$ cat src/rtl/bcd_digit_counter.sv
module bcd_digit_counter #(
  parameter bit ASYNC_RST = 1'b1
) (
  input  logic       clk,
  input  logic       rst_n,
  input  logic       ld_n,
  input  logic       run_en,
  input  logic       chain_en,
  input  logic [3:0] preset,
  output logic [3:0] digit,
  output logic       carry
);

  localparam logic [3:0] TOP = 4'd9;

  logic [3:0] state_q, state_d;
  logic       step;

  function automatic logic [3:0] succ(input logic [3:0] v);
    case (v)
      4'd9:    succ = 4'd0;
      4'd10:   succ = 4'd11;
      4'd11:   succ = 4'd6;
      4'd12:   succ = 4'd13;
      4'd13:   succ = 4'd4;
      4'd14:   succ = 4'd15;
      4'd15:   succ = 4'd2;
      default: succ = v + 4'd1;
    endcase
  endfunction

  assign step = ld_n & run_en & chain_en;

  always_comb begin
    if (!ld_n)     state_d = preset;
    else if (step) state_d = succ(state_q);
    else           state_d = state_q;
  end

  generate
    if (ASYNC_RST) begin : g_arst
      always_ff @(posedge clk or negedge rst_n)
        if (!rst_n) state_q <= '0;
        else        state_q <= state_d;

      // asynchronous clear holds the digit at zero at every sampled edge
      p_async_clear_r5: assert property (@(posedge clk) !rst_n |-> digit == 4'd0);
    end else begin : g_srst
      always_ff @(posedge clk)
        if (!rst_n) state_q <= '0;
        else        state_q <= state_d;

      // synchronous clear wins over load and count on the next edge
      p_sync_clear_r5: assert property (@(posedge clk) !rst_n |=> digit == 4'd0);
    end
  endgenerate

  assign digit = state_q;
  assign carry = chain_en & (state_q == TOP);

  p_increment_r1: assert property (@(posedge clk) disable iff (!rst_n)
    (ld_n && run_en && chain_en && digit < TOP) |=> digit == $past(digit) + 4'd1);

  p_wrap_r2: assert property (@(posedge clk) disable iff (!rst_n)
    (ld_n && run_en && chain_en && digit == TOP) |=> digit == 4'd0);

  p_hold_r3: assert property (@(posedge clk) disable iff (!rst_n)
    (ld_n && !(run_en && chain_en)) |=> $stable(digit));

  p_load_r4: assert property (@(posedge clk) disable iff (!rst_n)
    !ld_n |=> digit == $past(preset));

  p_carry_gate_r6: assert property (@(posedge clk) disable iff (!rst_n)
    carry |-> (chain_en && digit == TOP));

  p_recover_r7: assert property (@(posedge clk) disable iff (!rst_n)
    (ld_n && run_en && chain_en && digit > TOP && digit[0]) |=> digit <= TOP);

endmodule

$ cat config.mk
export PLATFORM = sky130hd
export DESIGN_NAME = bcd_digit_counter
export DESIGN_NICKNAME = d
export VERILOG_FILES = /design/src/rtl/bcd_digit_counter.sv
export SDC_FILE = /design/constraint.sdc
export NUM_CORES = 1
export LEC_CHECK = 0
export BUFFER_PORTS_ARGS = -buffer_cell sky130_fd_sc_hd__buf_4
export CAP_MARGIN = 25
export CORE_AREA = 3 3 40 42
export DETAILED_ROUTE_END_ITERATION = 16
export DIE_AREA = 0 0 43 45
export SYNTH_ARGS = -nofsm -noshare
export SYNTH_HDL_FRONTEND = slang
export SYNTH_SLANG_ARGS = --single-unit
$ cat constraint.sdc
create_clock -name clk -period 1.75 [get_ports clk]
set_clock_uncertainty 0.1 [all_clocks]
set_input_delay 0.175 -clock clk [delete_from_list [all_inputs] [get_ports clk]]
set_output_delay 0.175 -clock clk [all_outputs]
set_load 0.005 [all_outputs]
Word level (Yosys, flattened, before mapping)
Cells that the tools add are included.
{"block": "totals", "register_bits": 4, "out_inout_bits": 5, "word_cells": 16}
{"block": "classes", "add_sub_neg": 1, "eq_ne": 8, "muxes": 3, "bitwise_logic": 3}
{"op": "4-bit == test, second input constant", "n": 7}
{"op": "4-bit case mux with 7 select lines", "n": 1}
{"op": "4-bit 2-to-1 mux", "n": 2}
{"op": "4-bit by 1-bit adder with 4-bit output, second input constant", "n": 1}
{"op": "1-bit bitwise AND", "n": 3}
{"op": "2-bit by 1-bit != test with 1-bit output, second input constant", "n": 1}

Depth between registers and ports, before layout
Gate-level depths: netlist of run 1.
{"block": "logic_depth", "word_depth": 4, "ltp_mapped": 6, "mapped_depth_nobuf": 6}

Worst setup path before layout of run 1
Ideal clock, no wire load.
{"block": "synth_path", "path_kind": "reg2reg", "startpoint": "reg state_q[0], in the netlist digit[0]", "endpoint": "reg state_q[3], in the netlist digit[3]", "setup_time_ns": 0.080, "t_arrival_ns": 1.404, "required_ns": 1.570, "path_slack_ns": 0.166, "stages_incl_launch_ff": 7, "period_less_slack_ns": 1.584, "path_cell_list": "dfrtp_1 > inv_1 > ha_1 > a21oi_4 > nand2_2 > or3b_1 > o211ai_2"}
{"block": "synth_between", "elab_chain_cells": 4, "elab_cells_between_ends": 11, "classes_between": "add/sub (1); eq/ne (7); mux (3)"}
{"element": "start, declared", "line": "16", "source": "logic [3:0] state_q, state_d;"}
{"element": "start signal, assigned", "line": "44", "source": "else state_q <= state_d;"}
{"element": "4-bit by 1-bit adder with 4-bit output / 4-bit == test (equally long branches)", "line": "28, 20"}
{"element": "4-bit case mux with 7 select lines (*)", "line": "20", "source": "case (v)"}
{"element": "4-bit 2-to-1 mux (*)", "line": "36", "source": "else if (step) state_d = succ(state_q);"}
{"element": "4-bit 2-to-1 mux (*)", "line": "35", "source": "if (!ld_n) state_d = preset;"}
Mark *: on every way between the ends. The rest lies on a longest branch, timed or not. The select of a mux whose other input is x is not followed.
A chain may end at the register's enable or synchronous reset.

Final worst setup path of run 1
{"block": "layout_path", "startpoint": "reg state_q[1], in the netlist digit[1]", "endpoint": "reg state_q[3], in the netlist digit[3]"}
The elaborated chain is that of the path after synthesis.

==> impl_metrics.env, run 1 <==
export IMPL_status="completed"
export IMPL_grt_pass1_wl_um=1390
export IMPL_ir_drop_mv=0.500
export IMPL_synth_ff_latch_count=4
export IMPL_yosysTopAreaCell="dfrtp_1"
export IMPL_finalSetupTns_ns=0
export IMPL_synth_top_cells_by_count="inv_1, dfrtp_1, ha_1"
export IMPL_yosys_area_top_type_share_pct=26.7
export IMPL_r2r_cells=6
export IMPL_rsz0062_at_grt="no"
export IMPL_cts_inserted_buffers=3
export IMPL_insertion_delay_ns=0.23
export IMPL_yosysWarnings=0
export IMPL_routedWlPerCell_um=12.3
export IMPL_viasPerCell=4.92
export IMPL_worst_setup_path_start_kind="flop"
export IMPL_cts_root_buf="clkbuf_4"
export IMPL_synthArstFlopShare_pct=100
export IMPL_leakage_nw=0.258
export IMPL_synth_ff_type="dfrtp_1"
export IMPL_grt_overflow_total=0
export IMPL_synth_most_common_cell="inv_1"
export IMPL_place_area_um2=492
export IMPL_cp_max_fo=6
export IMPL_largest_reg_flops=4
export IMPL_firstDrtPassIters=4
export IMPL_ioPinCount=14
export IMPL_setup_violations_final=0
export IMPL_timing_hold_ws_ns=0.0833
export IMPL_required_ns=1.80
export IMPL_antenna_found_initial=0
export IMPL_drc=0
export IMPL_hp_class="input pin to flop"
export IMPL_htree_levels=1
export IMPL_antenna_cells=0
export IMPL_start_util_pct=29.2
export IMPL_totalWireLength_um=932
export IMPL_fin_area_um2=532
export IMPL_nFillCells=148
export IMPL_vias=374
export IMPL_fmax_mhz=602
export IMPL_synthTopCellsByArea="dfrtp_1, ha_1, inv_1"
export IMPL_hold_viol=0
export IMPL_area_growth_pct=41.7
export IMPL_portBuffers=13
export IMPL_drv_cap=0
export IMPL_worstPathArrival_ns=1.71
export IMPL_synth_avg_cell_area_um2=8.53
export IMPL_die_w_um=43
export IMPL_cts_tree="done"
export IMPL_reg_top3="digit: 4 flops"
export IMPL_routabilityCongestion=0.786
export IMPL_die_h_um=45
export IMPL_clock_path_buffers=2
export IMPL_grtUsageTotal_pct=9.95
export IMPL_tightest_slew_ns=0.292
export IMPL_cts_sinks=4
export IMPL_coreArea_um2=1280
export IMPL_setup_ws_ns=0.0884
export IMPL_grt_pass1_vias=332
export IMPL_largest_register="digit"
export IMPL_synth_area_um2=375
export IMPL_drt_iter0_drc=5
export IMPL_drv_slew=0
export IMPL_powerDensity_nw_per_um2=741
export IMPL_holdPathStages=3
export IMPL_postRouteAntennaNets=0
export IMPL_ys_seq_area_share_pct=26.7
export IMPL_slew_limit_headroom_pct=80.5
export IMPL_period_share_pct=94.9
export IMPL_place_worst_setup_slack_ns=0.107
export IMPL_dpl_hpwl_um=708
export IMPL_placementRows=13
export IMPL_path_clk_slew_ns=0.04
export IMPL_grt_max_degree=10
export IMPL_synthesis_instances=44
export IMPL_final_nets=76
export IMPL_drive_gt1_share_pct=39.3
export IMPL_path_class="flop to flop"
export IMPL_finalCriticalPeriod_ns=1.66
export IMPL_synth_edf_count=0
export IMPL_postCtsSetupBuffers=0
export IMPL_cp_end_kind="flop"
export IMPL_die_area_um2=1940
export IMPL_syn_num_nets=57
export IMPL_synth_distinct_cells=25
[cells in the final DEF, fill, tap and decap left out, types with 2 or more instances in the layout]
master,n
ha_1,3
o22ai_1,2
buf_4,14
clkbuf_4,3
inv_1,6
o21ai_1,3
dfrtp_1,4
nor2_1,2
a21oi_1,3
nor3_1,2
o2111ai_1,2
[worst max-delay path: stages (launching register included)]
cell      delay [ns]
dfrtp_1         0.42
inv_1           0.10
ha_1            0.24
a21oi_4         0.19
nand2_2         0.07
or3b_1          0.37
o211ai_2        0.08
[timing repair]
item / 4_1_cts / 5_1_grt
gates resized for setup: 0 / 2
hold endpoints to repair: 4 / 0
endpoints found under the setup margin: 0 / 2
hold buffers: 1 / 0
[where the power goes]
part	leakage (nW)	internal (W)	switching, W
logic	0.198	0.0000784	0.0000737
clock network	0.0138	0.0000766	0.0000362
registers	0.0468	0.000105	0.0000240
[logic make-up (layout without fill, tap and decap cells)]
kind of cell	count (synthesis)	in the layout	synth area share [%]
adder cells (fa/ha/maj)	4	4	13.3
flip-flops	4	4	26.7
AO/OA/AOI/OAI	17	17	33.0
AND/OR/NAND/NOR	12	12	19.0
buffers and inverters	7	24	8.00
[layer usage]
layer	track usage, %	share of wire (%)	vias to the layer above
met2	13.8	44	10
li1	-	-	197
met4	9.04	0	0
met1	13.2	49	167
met5	0	0	-
met3	1.59	7.1	0
[path summary, 6_finish.rpt]
kind | slack, ns | startpoint | to
setup / recovery | 0.09 | digit[1] | digit[3]
hold / removal | 0.08 | preset[2] | digit[2]
setup reg to reg | 0.09 | digit[1] | digit[3]
hold reg to reg | 0.56 | digit[0] | digit[0]
max in group asynchronous | 1.28 | rst_n | digit[2]
min in group asynchronous | 0.18 | rst_n | digit[0]
[cell type report]
cell class / instances / area (um2) / share of cell area [%]
multi-input cells: 33 / 253 / 47.5
clock buffers: 3 / 22.5 / 4.24
well taps: 15 / 18.8 / 3.53
flip-flops and latches: 4 / 100 / 18.8
repair buffers: 15 / 115 / 21.6
inverters: 6 / 22.5 / 4.24
[through the flow]
stage	total power (W)	util, %	instances
2_1_floorplan	0.000214	-	44
3_3_place_gp	0.000273	38.3	72
3_5_place_dp	0.000274	38.3	72
4_1_cts	0.000397	40.8	76
5_1_grt	0.000426	41.4	76
6_report	0.000394	41.4	76
Power figures use the tool's default switching activity.
==> inputs of run 2 (changes only) <==
--- a/config.mk
+++ b/config.mk
@@ -8,6 +8,7 @@
 export BUFFER_PORTS_ARGS = -buffer_cell sky130_fd_sc_hd__buf_4
 export CAP_MARGIN = 25
 export CORE_AREA = 3 3 40 42
+export CTS_BUF_LIST = sky130_fd_sc_hd__clkbuf_8
 export DETAILED_ROUTE_END_ITERATION = 16
 export DIE_AREA = 0 0 43 45
 export SYNTH_ARGS = -nofsm -noshare
==> run 2 against run 1 <==
Against the previous run: hold slack improved by 0.016 ns; final cell count unchanged; register-to-register slack about the same; setup slack improved by 0.0033 ns; critical endpoint unchanged.
==> impl_metrics.env, run 2 (synthesis gave the netlist of run 1 again) <==
export IMPL_status="completed"
export IMPL_insertion_delay_ns=0.21
export IMPL_final_cell_mix="buf_4, inv_1, dfrtp_1"
export IMPL_start_util_pct=29.2
export IMPL_die_h_um=45
export IMPL_max_stage_delay_ns=0.42
export IMPL_finalSetupTns_ns=0
export IMPL_path_clk_slew_ns=0.03
export IMPL_hold_viol=0
export IMPL_worstPathCellList="inv_1, ha_1, a21oi_4, nand2_2, or3b_1, o211ai_2"
export IMPL_cts_tree="done"
export IMPL_pwr_share_clk_pct=40.3
export IMPL_setup_violations_final=0
export IMPL_ir_drop_mv=0.479
export IMPL_finalCriticalPeriod_ns=1.66
export IMPL_fmax_mhz=603
export IMPL_wl_met2_um=388
export IMPL_dr_max_layer_used="met4"
export IMPL_route_met3_wl_um=68
export IMPL_routabilityCongestion=0.786
export IMPL_placementRows=13
export IMPL_crit_buf_inv=1
export IMPL_routedWlPerCell_um=12.2
export IMPL_postRouteAntennaNets=0
export IMPL_tightest_slew_ns=0.293
export IMPL_cts_sinks=4
export IMPL_grt_overflow_total=0
export IMPL_portBuffers=13
export IMPL_dpl_hpwl_um=708
export IMPL_leakage_nw=0.266
export IMPL_area_growth_pct=46.7
export IMPL_grt_max_degree=10
export IMPL_coreArea_um2=1280
export IMPL_slew_limit_headroom_pct=80.5
export IMPL_totalWireLength_um=926
export IMPL_vias=377
export IMPL_worstPathArrival_ns=1.69
export IMPL_p_int_w=0.000330
export IMPL_seqPwrFrac_pct=27.4
export IMPL_pwr_share_comb_pct=32.3
export IMPL_grt_pass1_wl_um=1370
export IMPL_total_power_w=0.000471
export IMPL_hp_class="input pin to flop"
export IMPL_required_ns=1.78
export IMPL_die_area_um2=1940
export IMPL_path_class="flop to flop"
export IMPL_clock_path_buffers=2
export IMPL_switchingPower_w=0.000141
export IMPL_powerDensity_nw_per_um2=855
export IMPL_drv_slew=0
export IMPL_postCtsSetupBuffers=0
export IMPL_antenna_found_initial=0
export IMPL_reg_top3="digit: 4 flops"
export IMPL_drv_cap=0
export IMPL_mostFrequentLayoutCell="buf_4"
export IMPL_rsz0062_at_grt="no"
export IMPL_final_nets=76
export IMPL_cp_end_kind="flop"
export IMPL_worst_setup_path_start_kind="flop"
export IMPL_viasPerCell=4.96
export IMPL_firstDrtPassIters=4
export IMPL_final_cells=76
export IMPL_drc=0
export IMPL_largest_reg_flops=4
export IMPL_die_w_um=43
export IMPL_antenna_cells=0
export IMPL_slowest_stage="dfrtp_1"
export IMPL_grt_pass1_vias=314
export IMPL_largest_register="digit"
export IMPL_htree_levels=1
export IMPL_drt_iter0_drc=5
export IMPL_sw_frac_of_total_pct=29.9
export IMPL_drt_met1_wl_um=451
export IMPL_period_share_pct=94.8
export IMPL_cts_root_buf="clkbuf_8"
export IMPL_drive_gt1_share_pct=39.3
export IMPL_grtUsageTotal_pct=9.53
export IMPL_critPathTopFamily="simple AND/OR/NAND/NOR gates"
export IMPL_cp_max_fo=6
export IMPL_ioPinCount=14
export IMPL_dpl_cell_count=72
export IMPL_cts_inserted_buffers=3
run 2: cell counts in the layout (fill, tap and decap cells not counted):
No cell type changed its count.
run 2: final timing paths:
kind                            startpoint  slack [ns]  endpoint  depth (start not counted)
worst max register to register    digit[1]        0.09  digit[3]                          6
worst min register to register    digit[0]        0.55  digit[0]                          2
max in group asynchronous            rst_n        1.25  digit[1]                          2
worst min-delay path             preset[2]         0.1  digit[2]                          3
min in group asynchronous            rst_n        0.20  digit[3]                          2
worst max-delay path              digit[1]        0.09  digit[3]                          6
run 2: power by group through the flow:
stage               Clock [W]  Sequential, W  Combinational, W
global route         0.000205       0.000131          0.000167
CTS                  0.000198       0.000128          0.000147
global placement            0       0.000129          0.000144
detailed placement          0       0.000129          0.000145
floorplan                   0       0.000126         0.0000879
finish               0.000190       0.000129          0.000152
run 2: worst min-delay path: cells and delay by family:
| kind | cells | cell delay, ns |
|---|---|---|
| buffers and inverters | 2 | 0.15 |
| AO/OA/AOI/OAI | 1 | 0.05 |
run 2: metal layers:
layer | global-route usage [%] | up-vias
met3 | 1.59 | 2
met5 | 0 | -
met4 | 5.42 | 0
met1 | 13.4 | 167
li1 | - | 196
met2 | 13.8 | 12
run 2: layout make-up:
cell class	count	area [um2]
Timing Repair Buffer	15	115
Sequential cell	4	100
Multi-Input combinational cell	33	253
Inverter	6	22.5
Clock buffer	3	41.3
Tap cell	15	18.8
Fill cell	148	734
run 2: through the flow:
step	cell area [um2]	util [%]	setup WS [ns]	hold slack, ns
4_1_cts	543	42.3	0.0672	0.0965
6_report	551	42.8	0.0917	0.0998
3_5_place_dp	492	38.3	0.107	-0.127
2_1_floorplan	375	-	0.166	-0.221
5_1_grt	551	42.8	0.0202	0.113
3_3_place_gp	492	38.3	0.141	-0.126
run 2: what timing repair did:
| item | CTS | global route |
|---|---|---|
| resized for setup | 0 | 2 |
| hold buffers | 1 | 0 |
| endpoints found under the setup margin | 0 | 2 |
| hold endpoints to repair | 4 | 0 |
